==> src/rtl/cko_pkg.sv <==
package cko_pkg;

   // Reduce a plain 32-bit sum of 16-bit pairs to a 16-bit ones'-complement value.
   function automatic logic [15:0] cko_fold32(input logic [31:0] a);
      logic [16:0] s1;
      logic [16:0] s2;
      s1 = {1'b0, a[31:16]} + {1'b0, a[15:0]};
      s2 = {1'b0, s1[15:0]} + {16'd0, s1[16]};
      return s2[15:0];
   endfunction

endpackage

==> src/rtl/cko_sum_core.sv <==
module cko_sum_core
   import cko_pkg::*;
#(
   parameter int DATA_W   = 32,
   parameter int LEN_W    = 16,
   parameter bit KEEP_LEN = 1'b1,
   localparam int LB_W    = $clog2(DATA_W/8) + 1
) (
   input  logic              clk,
   input  logic              rst_n,
   input  logic              in_valid,
   input  logic              in_sop,
   input  logic              in_eop,
   input  logic [DATA_W-1:0] in_data,
   input  logic [LB_W-1:0]   in_last_bytes,
   input  logic [LEN_W-1:0]  start_off,
   output logic              done,
   output logic [15:0]       sum_fold,
   output logic [LEN_W-1:0]  pkt_len
);
   localparam int BYTES  = DATA_W / 8;
   localparam int HALVES = DATA_W / 16;
   localparam int WS_W   = 16 + $clog2(HALVES) + 1;
   localparam int AW     = LEN_W + 1;

   logic [LEN_W-1:0] pos_q, start_q, pos_eff, start_eff;
   logic [31:0]      acc_q, acc_nxt;
   logic [WS_W-1:0]  word_sum;
   logic [BYTES-1:0] keep;
   logic [7:0]       lane_byte [BYTES];
   logic             done_q;
   logic [15:0]      sum_q;

   // a new packet restarts position, offset and accumulator in its first word
   assign pos_eff   = in_sop ? '0 : pos_q;
   assign start_eff = in_sop ? start_off : start_q;

   for (genvar b = 0; b < BYTES; b++) begin : g_lane
      logic [AW-1:0] abs_idx;
      assign abs_idx      = {1'b0, pos_eff} + AW'(b);
      assign keep[b]      = (abs_idx >= {1'b0, start_eff}) &&
                            (!in_eop || (LB_W'(b) < in_last_bytes));
      assign lane_byte[b] = keep[b] ? in_data[DATA_W-1-8*b -: 8] : 8'h00;
   end

   if (HALVES == 1) begin : g_one_pair
      assign word_sum = WS_W'({lane_byte[0], lane_byte[1]});
   end else begin : g_pairs
      always_comb begin
         word_sum = '0;
         for (int h = 0; h < HALVES; h++)
            word_sum = word_sum + WS_W'({lane_byte[2*h], lane_byte[2*h+1]});
      end
   end

   assign acc_nxt = (in_sop ? 32'd0 : acc_q) + 32'(word_sum);

   always_ff @(posedge clk or negedge rst_n) begin
      if (!rst_n) begin
         pos_q   <= '0;
         start_q <= '0;
         acc_q   <= '0;
         done_q  <= 1'b0;
         sum_q   <= '0;
      end else begin
         done_q <= in_valid && in_eop;
         if (in_valid) begin
            acc_q   <= acc_nxt;
            pos_q   <= pos_eff + LEN_W'(BYTES);
            start_q <= start_eff;
            if (in_eop)
               sum_q <= cko_fold32(acc_nxt);
         end
      end
   end

   if (KEEP_LEN) begin : g_len
      logic [LEN_W-1:0] len_q;
      always_ff @(posedge clk or negedge rst_n) begin
         if (!rst_n)
            len_q <= '0;
         else if (in_valid && in_eop)
            len_q <= pos_eff + LEN_W'(in_last_bytes);
      end
      assign pkt_len = len_q;
   end else begin : g_no_len
      assign pkt_len = '0;
   end

   assign done     = done_q;
   assign sum_fold = sum_q;

endmodule

==> src/rtl/cko_insert.sv <==
module cko_insert #(
   parameter int DATA_W    = 32,
   parameter int PAGE_W    = 8,
   parameter int PAGE_LOG2 = 12,
   localparam int BYTES    = DATA_W / 8,
   localparam int LOG_B    = $clog2(BYTES),
   localparam int MAW      = PAGE_W + PAGE_LOG2 - LOG_B
) (
   input  logic                 done,
   input  logic [15:0]          cksum,
   input  logic [PAGE_W-1:0]    page,
   input  logic [PAGE_LOG2-1:0] ins_off,
   output logic                 wr_en,
   output logic [MAW-1:0]       wr_addr,
   output logic [DATA_W-1:0]    wr_data,
   output logic [BYTES-1:0]     wr_be
);
   logic [LOG_B-1:0] hi_lane, lo_lane;

   assign hi_lane = ins_off[LOG_B-1:0];
   assign lo_lane = hi_lane | LOG_B'(1);
   assign wr_en   = done;
   assign wr_addr = {page, ins_off[PAGE_LOG2-1:LOG_B]};

   for (genvar b = 0; b < BYTES; b++) begin : g_lane
      logic hi_sel, lo_sel;
      assign hi_sel = done && (LOG_B'(b) == hi_lane);
      assign lo_sel = done && (LOG_B'(b) == lo_lane);
      assign wr_be[b] = hi_sel || lo_sel;
      assign wr_data[DATA_W-1-8*b -: 8] = hi_sel ? cksum[15:8] :
                                          lo_sel ? cksum[7:0]  : 8'h00;
   end

endmodule

==> src/rtl/cko_engine.sv <==
module cko_engine #(
   parameter int DATA_W    = 32,
   parameter int LEN_W     = 16,
   parameter int PAGE_W    = 8,
   parameter int PAGE_LOG2 = 12,
   localparam int LB_W     = $clog2(DATA_W/8) + 1,
   localparam int MAW      = PAGE_W + PAGE_LOG2 - $clog2(DATA_W/8)
) (
   input  logic                 clk,
   input  logic                 rst_n,
   input  logic                 tx_valid,
   input  logic                 tx_sop,
   input  logic                 tx_eop,
   input  logic [DATA_W-1:0]    tx_data,
   input  logic [LB_W-1:0]      tx_last_bytes,
   input  logic [LEN_W-1:0]     tx_start_off,
   input  logic [PAGE_LOG2-1:0] tx_ins_off,
   input  logic [PAGE_W-1:0]    tx_page,
   output logic                 mem_wr_en,
   output logic [MAW-1:0]       mem_wr_addr,
   output logic [DATA_W-1:0]    mem_wr_data,
   output logic [DATA_W/8-1:0]  mem_wr_be,
   output logic                 tx_done,
   output logic [15:0]          tx_cksum,
   input  logic                 rx_valid,
   input  logic                 rx_sop,
   input  logic                 rx_eop,
   input  logic [DATA_W-1:0]    rx_data,
   input  logic [LB_W-1:0]      rx_last_bytes,
   input  logic [LEN_W-1:0]     rx_start_off,
   output logic                 rx_done,
   output logic [15:0]          rx_sum,
   output logic [LEN_W-1:0]     rx_len
);
   // elaboration-time parameter checks
   if (DATA_W < 16 || (DATA_W % 16) != 0) begin : g_bad_data_w
      $error("DATA_W must be a multiple of 16");
   end
   if (LEN_W < 2 || LEN_W > 17) begin : g_bad_len_w
      $error("LEN_W must lie in 2..17 so the 32-bit accumulator cannot wrap");
   end
   if (PAGE_LOG2 <= $clog2(DATA_W/8) || PAGE_LOG2 > LEN_W) begin : g_bad_page
      $error("PAGE_LOG2 must exceed the lane bits and fit in LEN_W");
   end
   if (PAGE_W < 1) begin : g_bad_page_w
      $error("PAGE_W must be at least 1");
   end

   logic [PAGE_W-1:0]    page_q;
   logic [PAGE_LOG2-1:0] ins_q;
   logic                 tx_fin;
   logic [15:0]          tx_raw;
   logic [LEN_W-1:0]     tx_len_unused;

   // request fields are captured with the first transmit word
   always_ff @(posedge clk or negedge rst_n) begin
      if (!rst_n) begin
         page_q <= '0;
         ins_q  <= '0;
      end else if (tx_valid && tx_sop) begin
         page_q <= tx_page;
         ins_q  <= tx_ins_off;
      end
   end

   cko_sum_core #(
      .DATA_W   (DATA_W),
      .LEN_W    (LEN_W),
      .KEEP_LEN (1'b0)
   ) u_tx_sum (
      .clk           (clk),
      .rst_n         (rst_n),
      .in_valid      (tx_valid),
      .in_sop        (tx_sop),
      .in_eop        (tx_eop),
      .in_data       (tx_data),
      .in_last_bytes (tx_last_bytes),
      .start_off     (tx_start_off),
      .done          (tx_fin),
      .sum_fold      (tx_raw),
      .pkt_len       (tx_len_unused)
   );

   assign tx_cksum = ~tx_raw;
   assign tx_done  = tx_fin;

   cko_insert #(
      .DATA_W    (DATA_W),
      .PAGE_W    (PAGE_W),
      .PAGE_LOG2 (PAGE_LOG2)
   ) u_patch (
      .done    (tx_fin),
      .cksum   (tx_cksum),
      .page    (page_q),
      .ins_off (ins_q),
      .wr_en   (mem_wr_en),
      .wr_addr (mem_wr_addr),
      .wr_data (mem_wr_data),
      .wr_be   (mem_wr_be)
   );

   cko_sum_core #(
      .DATA_W   (DATA_W),
      .LEN_W    (LEN_W),
      .KEEP_LEN (1'b1)
   ) u_rx_sum (
      .clk           (clk),
      .rst_n         (rst_n),
      .in_valid      (rx_valid),
      .in_sop        (rx_sop),
      .in_eop        (rx_eop),
      .in_data       (rx_data),
      .in_last_bytes (rx_last_bytes),
      .start_off     (rx_start_off),
      .done          (rx_done),
      .sum_fold      (rx_sum),
      .pkt_len       (rx_len)
   );

endmodule

==> config.mk <==
export PLATFORM = sky130hd
export DESIGN_NAME = cko_engine
export DESIGN_NICKNAME = d
export VERILOG_FILES = /design/src/rtl/cko_pkg.sv /design/src/rtl/cko_sum_core.sv /design/src/rtl/cko_insert.sv /design/src/rtl/cko_engine.sv
export SDC_FILE = /design/constraint.sdc
export NUM_CORES = 1
export LEC_CHECK = 0
export BUFFER_PORTS_ARGS = -buffer_cell sky130_fd_sc_hd__buf_2
export CORE_UTILIZATION = 53
export DETAILED_ROUTE_END_ITERATION = 6
export PLACE_DENSITY = 0.81
export SYNTH_ARGS = -nofsm -noshare
export SYNTH_HDL_FRONTEND = slang
export SYNTH_SLANG_ARGS = --single-unit
==> constraint.sdc <==
create_clock -name clk -period 13.6 [get_ports clk]
set_clock_uncertainty 0.2 [all_clocks]
set_input_delay 2.72 -clock clk [delete_from_list [all_inputs] [get_ports clk]]
set_output_delay 2.72 -clock clk [all_outputs]
set_load 0.01 [all_outputs]
==> out/qor.csv, run 1 <==
stage,metric,value,unit
drt,firstDrtPassIters,6,
power,total_power,1.62,mW
logic_synthesis,synthArstFlopShare,100,%
setup_path,r2r-start,u_rx_sum.pos_q[1],
clock_tree,cts_buffers,17,
setup_path,cp_max_fo,16,
drt,drc,0,
layout,final_nets,2839,
drt,wl_per_cell,17.7,um
setup_path,path_class,in2reg,
setup_path,cp.arrival,13.14,ns
grt,grt_max_degree,76,
placement,place_ws,-0.177,ns
drt,drt-initial-drc-count,1213,
grt,antenna_found_initial,2,
sta,hold_violations,0,
layout,final_common_cell,ha_1,
sta,worst_pin_slew,1.12,ns
die,row_count,69,
clock_tree,clkTransAtPathRegs,0.07,ns
sta,finalWorstSetupSlack,0.590,ns
hold_path,holdPathEnd,u_rx_sum.acc_q[31],
sta,finalMaxSlewViolations,0,
logic_synthesis,synth_cell_types,92,
placement,place_area,21100,um2
placement,hpwl,41000,um
drt,wirelength,52100,um
sta,fmax,76.9,MHz
power,comb_power_share,25.1,%
power,switching_share,32.3,%
clock_tree,clock_path_buffers,2,
run_status,outcome,"finished, final reports clean",
layout,drive_above_1_share,18.9,%
die,die_w,194,um
setup_path,timing.rr.end,u_rx_sum.sum_fold[14],
logic_synthesis,synth_ff_type,dfrtp_1,
power,p_int,1.09,mW
setup_path,critical_path_required,13.73,ns
clock_tree,cts_sinks,198,
layout,fillers,3063,
logic_synthesis,avgSynthCellArea,8.61,um2
die,die-area,37500,um2
clock_tree,clock-root-buffer,clkbuf_16,
logic_synthesis,syn_area,19500,um2
die,initial_core_util,54.4,%
logic_synthesis,yosys.area.top_type,dfrtp_1,
drt,ant_nets,0,
sta,finalCritPeriodShare,95.7,%
power,leakage,11.2,nW
power,seqPwrFrac,42.3,%
setup_path,endpoint_kind,flip-flop,
setup_path,worst_setup_path_start_kind,primary input,
grt,grt_pass1_vias,17067,
setup_path,r2r_cells,57,
logic_synthesis,yosysWarnings,0,
run,max-cap-violations,0,
power,p_clk_share,32.6,%
layout,fin_area,21900,um2
layout,area_delta_synth_final,12.5,%
die,core,35800,um2
power,p_switching,522,uW
die,die_y,194,um
hold_path,min_delay_path_depth,1,
hold_path,hold_class,reg2reg,
logic_synthesis,synth-seq-cells,198,
sta,slew_headroom,25.2,%
die,ios,235,
logic_synthesis,synth_cells,2262,
clock_tree,cts_tree,yes,
clock_tree,clk_latency,0.46,ns
clock_tree,h-tree-depth,4,
sta,setup_viol,0,
setup_path,cpMostUsedCell,a21o_1,
sta,period_needed,13.01,ns
drt,vias,17271,
drt,viasPerCell,5.87,
logic_synthesis,synthTopCellsByArea,"dfrtp_1 (25%), ha_1 (15%), xnor2_1 (6.4%), mux2_2 (5.5%), nand2_1 (4.1%)",
logic_synthesis,synth_edf_count,0,
logic_synthesis,synth-seq-area-share,25.4,%
placement,io_buffer_count,234,
hold_path,hold_start,u_rx_sum.acc_q[31],
logic_synthesis,synth_nets,2635,
power,powerDensity,73.8,nW/um2
placement,place_congestion,0.976,
layout,layout_common_cells,"ha_1 (234), buf_2 (233), nand2_1 (210), dfrtp_1 (198), nor2_1 (194)",
grt,grt_usage,27.8,%
logic_synthesis,synth_top_area_share,25.4,%
setup_path,rrSetupSlack,2.54,ns
power,vdd_ir_drop_max,92.0,uV
grt,grt_pass1_wl,85400,um
setup_path,slowest_stage,ha_1,
grt,grt-ovfl-total,0,
sta,rsz0062_at_grt,true,
setup_path,max_stage_delay,0.38,ns
worst max-delay path by stage:
stage	start	to	slack, ns	cells after the start
after detailed placement	rx_sop	u_rx_sum.sum_fold[14]	-0.18	51
final	tx_sop	u_tx_sum.sum_fold[12]	0.59	54
after global routing	rx_sop	u_rx_sum.sum_fold[14]	-0.03	58
after CTS	rx_sop	u_rx_sum.sum_fold[14]	0.28	51
after floorplan	rx_sop	u_rx_sum.sum_fold[14]	0.59	51
after global placement	rx_sop	u_rx_sum.sum_fold[14]	0.12	53
metrics by stage:
stage                     utilization, %  instances  hold slack [ns]  setup TNS, ns
after floorplan                        -       2262            0.243              0
after global placement              59.0       2901            0.261              0
after detailed placement            59.0       2901            0.264         -0.178
after CTS                           60.6       2933            0.276              0
after global routing                61.1       2940            0.294        -0.0320
final                               61.1       2943            0.278              0
sequential cells by signal, summed over array words and instances (netlist names), 8 cells and up:
signal	cells
u_tx_sum.sum_fold	16
u_rx_sum.start_q	16
u_rx_sum.pkt_len	16
u_tx_sum.pos_q	16
u_tx_sum.start_q	16
ins_q	12
u_tx_sum.acc_q	32
page_q	8
u_rx_sum.sum_fold	16
u_rx_sum.acc_q	32
u_rx_sum.pos_q	16
cells in the mapped netlist (9+ instances only):
master,n
ha_1,237
nand2_1,211
dfrtp_1,198
nor2_1,195
xnor2_1,142
a21oi_1,114
o21ai_0,101
nor2b_1,97
mux2_2,95
xor2_1,84
inv_1,79
a21o_1,70
clkbuf_1,68
and2_1,64
nand3_1,54
mux2i_1,49
nor3_1,40
nand2b_1,34
nand4_1,32
and3_1,28
o2bb2ai_1,21
o21a_1,18
a31oi_1,15
o21ai_1,15
buf_4,13
buf_2,12
o21bai_1,11
nor4_1,10
a211oi_1,9
o31a_1,9
routing by layer:
layer,part of all wire [%],global-route usage (%),vias to the layer above
met5,0,0,-
met4,2.1,8.41,0
met3,5.3,3.98,79
met2,47,46.0,478
met1,46,37.5,8344
li1,-,-,8370
worst max-delay path, delay by kind of cell:
| family | cells | cell delay [ns] |
|---|---|---|
| buffers and inverters | 3 | 0.66 |
| adder cells (fa/ha/maj) | 7 | 2.08 |
| AND/OR/NAND/NOR | 15 | 2.15 |
| XOR/XNOR | 4 | 0.63 |
| AO/OA/AOI/OAI | 25 | 4.88 |
cells by family (layout without fill, tap and decap cells):
family | after synthesis | in the layout | share of synthesized area (%)
AO/OA/AOI/OAI | 463 | 463 | 15.9
buffers and inverters | 183 | 400 | 3.89
adder cells (fa/ha/maj) | 244 | 244 | 15.9
XOR/XNOR | 227 | 227 | 10.2
multiplexers | 144 | 144 | 8.01
flip-flops | 198 | 198 | 25.4
other | 0 | 3 | 0
AND/OR/NAND/NOR | 803 | 803 | 20.6
power groups by stage:
stage	clock network [mW]	logic, mW	registers (mW)
6_report	0.527	0.406	0.683
5_1_grt	0.557	0.450	0.691
4_1_cts	0.538	0.403	0.682
3_5_place_dp	0	0.400	0.693
3_3_place_gp	0	0.388	0.690
2_1_floorplan	0	0.270	0.681
area by class of cell:
class | instances | area, um2 | area share, %
Timing Repair Buffer | 287 | 1580 | 7.22
Sequential cell | 198 | 4950 | 22.6
Clock inverter | 13 | 149 | 0.680
Tap cell | 461 | 577 | 2.63
Clock buffer | 19 | 443 | 2.02
Inverter | 81 | 304 | 1.39
Multi-Input combinational cell | 1881 | 13900 | 63.4
Antenna cell | 3 | 7.51 | 0.0343
timing repair:
action,in CTS,in global routing
setup endpoints to repair,0,25
hold buffers,0,0
buffers inserted,0,7
resized for setup,0,30
No activity file was read; power rests on OpenSTA's default activity.
==> run 2: changes to the inputs <==
--- a/config.mk
+++ b/config.mk
@@ -5,10 +5,11 @@
 export SDC_FILE = /design/constraint.sdc
 export NUM_CORES = 1
 export LEC_CHECK = 0
+export ABC_AREA = 1
 export BUFFER_PORTS_ARGS = -buffer_cell sky130_fd_sc_hd__buf_2
 export CORE_UTILIZATION = 53
 export DETAILED_ROUTE_END_ITERATION = 6
-export PLACE_DENSITY = 0.81
+export PLACE_DENSITY = 0.8
 export SYNTH_ARGS = -nofsm -noshare
 export SYNTH_HDL_FRONTEND = slang
 export SYNTH_SLANG_ARGS = --single-unit
==> out/qor.csv, run 2 <==
stage,metric,value,unit
run_status,outcome,"finished, final reports clean",
clock_tree,cts_sinks,198,
logic_synthesis,yosysMostFrequentCell,nand2_1,
layout,drive_above_1_share,10.3,%
logic_synthesis,synth-seq-area-share,23.0,%
layout,fin_cells,4085,
logic_synthesis,synth-seq-cells,198,
logic_synthesis,synthTopCellsByArea,"dfrtp_1 (23%), nand2_1 (16%), ha_1 (14%), inv_1 (9.2%), nor2_1 (6.5%)",
setup_path,cp.arrival,12.64,ns
drt,ant_nets,0,
layout,top_regs,"u_rx_sum.acc_q (32), u_tx_sum.acc_q (32)",
clock_tree,cts_buffers,17,
layout,diodes,0,
setup_path,max_stage_delay,0.50,ns
power,vdd_ir_drop_max,60.1,uV
die,initial_core_util,54.0,%
layout,register_area,4950,um2
logic_synthesis,synth_cells,3356,
logic_synthesis,syn_area,21500,um2
clock_tree,clock_path_buffers,2,
layout,area_delta_synth_final,10.2,%
run,max-cap-violations,0,
power,p_int,1.03,mW
power,seqPwrFrac,43.0,%
sta,setup_tns,0,ns
setup_path,endpoint_kind,flip-flop,
layout,final_common_cell,nand2_1,
placement,place_ws,0.841,ns
setup_path,r2r_cells,63,
setup_path,cp_max_fo,39,
clock_tree,cts_tree,yes,
drt,firstDrtPassIters,7,
logic_synthesis,yosys.area.top_type,dfrtp_1,
logic_synthesis,synth_edf_count,0,
logic_synthesis,synth_top_area_share,23.0,%
sta,fmax,80.3,MHz
sta,setup_viol,0,
setup_path,crit_family,simple AND/OR/NAND/NOR gates,
layout,layout_common_cells,"nand2_1 (940), inv_1 (527), nor2_1 (373), ha_1 (237), buf_2 (233)",
sta,finalWorstSetupSlack,1.14,ns
sta,finalCritPeriodShare,91.6,%
drt,viasPerCell,5.31,
logic_synthesis,synth_common_cells,"nand2_1 (941), inv_1 (527), nor2_1 (373)",
setup_path,path_class,in2reg,
clock_tree,clkTransAtPathRegs,0.07,ns
layout,multi_input_area,14200,um2
logic_synthesis,synth_cell_types,58,
setup_path,slowest_stage,nor2_2,
logic_synthesis,yosysWarnings,0,
power,powerDensity,61.6,nW/um2
setup_path,cpMostUsedCell,nand2_1,
placement,hpwl,50400,um
die,ios,235,
clock_tree,clk_latency,0.50,ns
grt,grt_max_degree,73,
layout,fin_area,23700,um2
grt,antenna_found_initial,0,
drt,wl_per_cell,15.3,um
grt,grt_pass1_wl,101000,um
power,leakage,13.5,nW
setup_path,cp_num_cells,63,
sta,slew_headroom,32.0,%
clock_tree,post_cts_buffers,0,
power,p_switching,437,uW
drt,vias,21674,
logic_synthesis,synthArstFlopShare,100,%
clock_tree,clock-root-buffer,clkbuf_16,
setup_path,worst_setup_path_start_kind,primary input,
drt,drc,0,
power,switching_share,29.9,%
power,comb_power_share,17.0,%
placement,dp.cells,4053,
grt,grt_usage,30.6,%
setup_path,critical_path_required,13.78,ns
drt,wirelength,62600,um
logic_synthesis,avgSynthCellArea,6.42,um2
placement,place_area,23100,um2
sta,period_needed,12.46,ns
die,core,39900,um2
clock_tree,postCtsHoldBufs,0,
power,p_clk_share,39.9,%
layout,final_nets,3920,
layout,fillers,3909,
drt,drt-initial-drc-count,1741,
hold_path,min_delay_path_depth,2,
sta,rsz0062_at_grt,false,
clock_tree,cts_resized,0,
sta,hold_violations,0,
die,row_count,73,
hold_path,hold_class,reg2reg,
sta,worst_pin_slew,1.01,ns
placement,place_congestion,0.995,
clock_tree,h-tree-depth,4,
setup_path,path_buf_inv,10,
logic_synthesis,synth_ff_type,dfrtp_1,
die,die-area,41500,um2
grt,grt_pass1_vias,19991,
grt,grt-ovfl-total,0,
logic_synthesis,synth_nets,3729,
placement,io_buffer_count,234,
die,die_y,204,um
layout,fin_util,59.5,%
die,die_w,204,um
sta,finalMaxSlewViolations,0,
-- run 2: cell count changes after synthesis, sizes merged, moves of 42 or more --
cell / change
xnor2: -114
nand2: +749
nand3: +148
mux2i: -49
a21o: -59
nor2b: -97
xor2: +42
and2: -44
nor2: +216
mux2: -95
inv: +457
o21ai: +103
-- run 2: power by group through the flow --
stage                     registers, mW  logic (mW)  clock network (mW)
final                             0.629       0.249               0.584
after global routing              0.632       0.281               0.615
after CTS                         0.629       0.248               0.595
after detailed placement          0.640       0.247                   0
after global placement            0.640       0.244                   0
after floorplan                   0.640       0.152                   0
-- run 2: path summary, 6_finish.rpt --
kind                                  startpoint  slack, ns                     to
setup / recovery                          rx_sop       1.14  u_rx_sum.sum_fold[12]
hold / removal             u_rx_sum.sum_fold[14]       0.28  u_rx_sum.sum_fold[14]
setup reg to reg               u_rx_sum.pos_q[3]       3.45  u_rx_sum.sum_fold[12]
hold reg to reg            u_rx_sum.sum_fold[14]       0.28  u_rx_sum.sum_fold[14]
max in group asynchronous                  rst_n       9.03     u_rx_sum.acc_q[30]
min in group asynchronous                  rst_n       1.99    u_tx_sum.start_q[9]
-- run 2: cell type report --
| type | count | share of cell area, % |
|---|---|---|
| multi-input combinational | 2548 | 59.8 |
| inverter | 539 | 8.53 |
| clock inverter | 14 | 0.943 |
| sequential | 198 | 20.9 |
| timing repair buffer | 243 | 5.25 |
| tap | 525 | 2.77 |
| clock buffer | 18 | 1.81 |
-- run 2: cell families after synthesis --
kind of cell	after synthesis	share of synthesized area, %
buffers and inverters	610	11.1
XOR/XNOR	155	6.30
AND/OR/NAND/NOR	1714	34.2
flip-flops	198	23.0
adder cells (fa/ha/maj)	243	14.3
AO/OA/AOI/OAI	436	11.1
-- run 2: routing by layer --
metal  GRT usage, %  wire length [um]  vias to the layer above
met3           3.56              4190                      120
met4           11.6              1980                        0
met5              0                 0                        -
met2           48.7             27300                      769
met1           42.5             29100                     9751
li1               -                 -                    11034
-- run 2: through the flow --
stage | power (mW) | hold slack, ns
after floorplan | 0.793 | 0.248
after global placement | 0.884 | 0.258
after detailed placement | 0.888 | 0.260
after CTS | 1.47 | 0.280
after global routing | 1.53 | 0.292
final | 1.46 | 0.276
-- run 2: worst min-delay path, delay by kind of cell, from the launching register on --
family / cells / cell delay (ns)
DFF: 1 / 0.34
and+or+nand+nor: 2 / 0.10
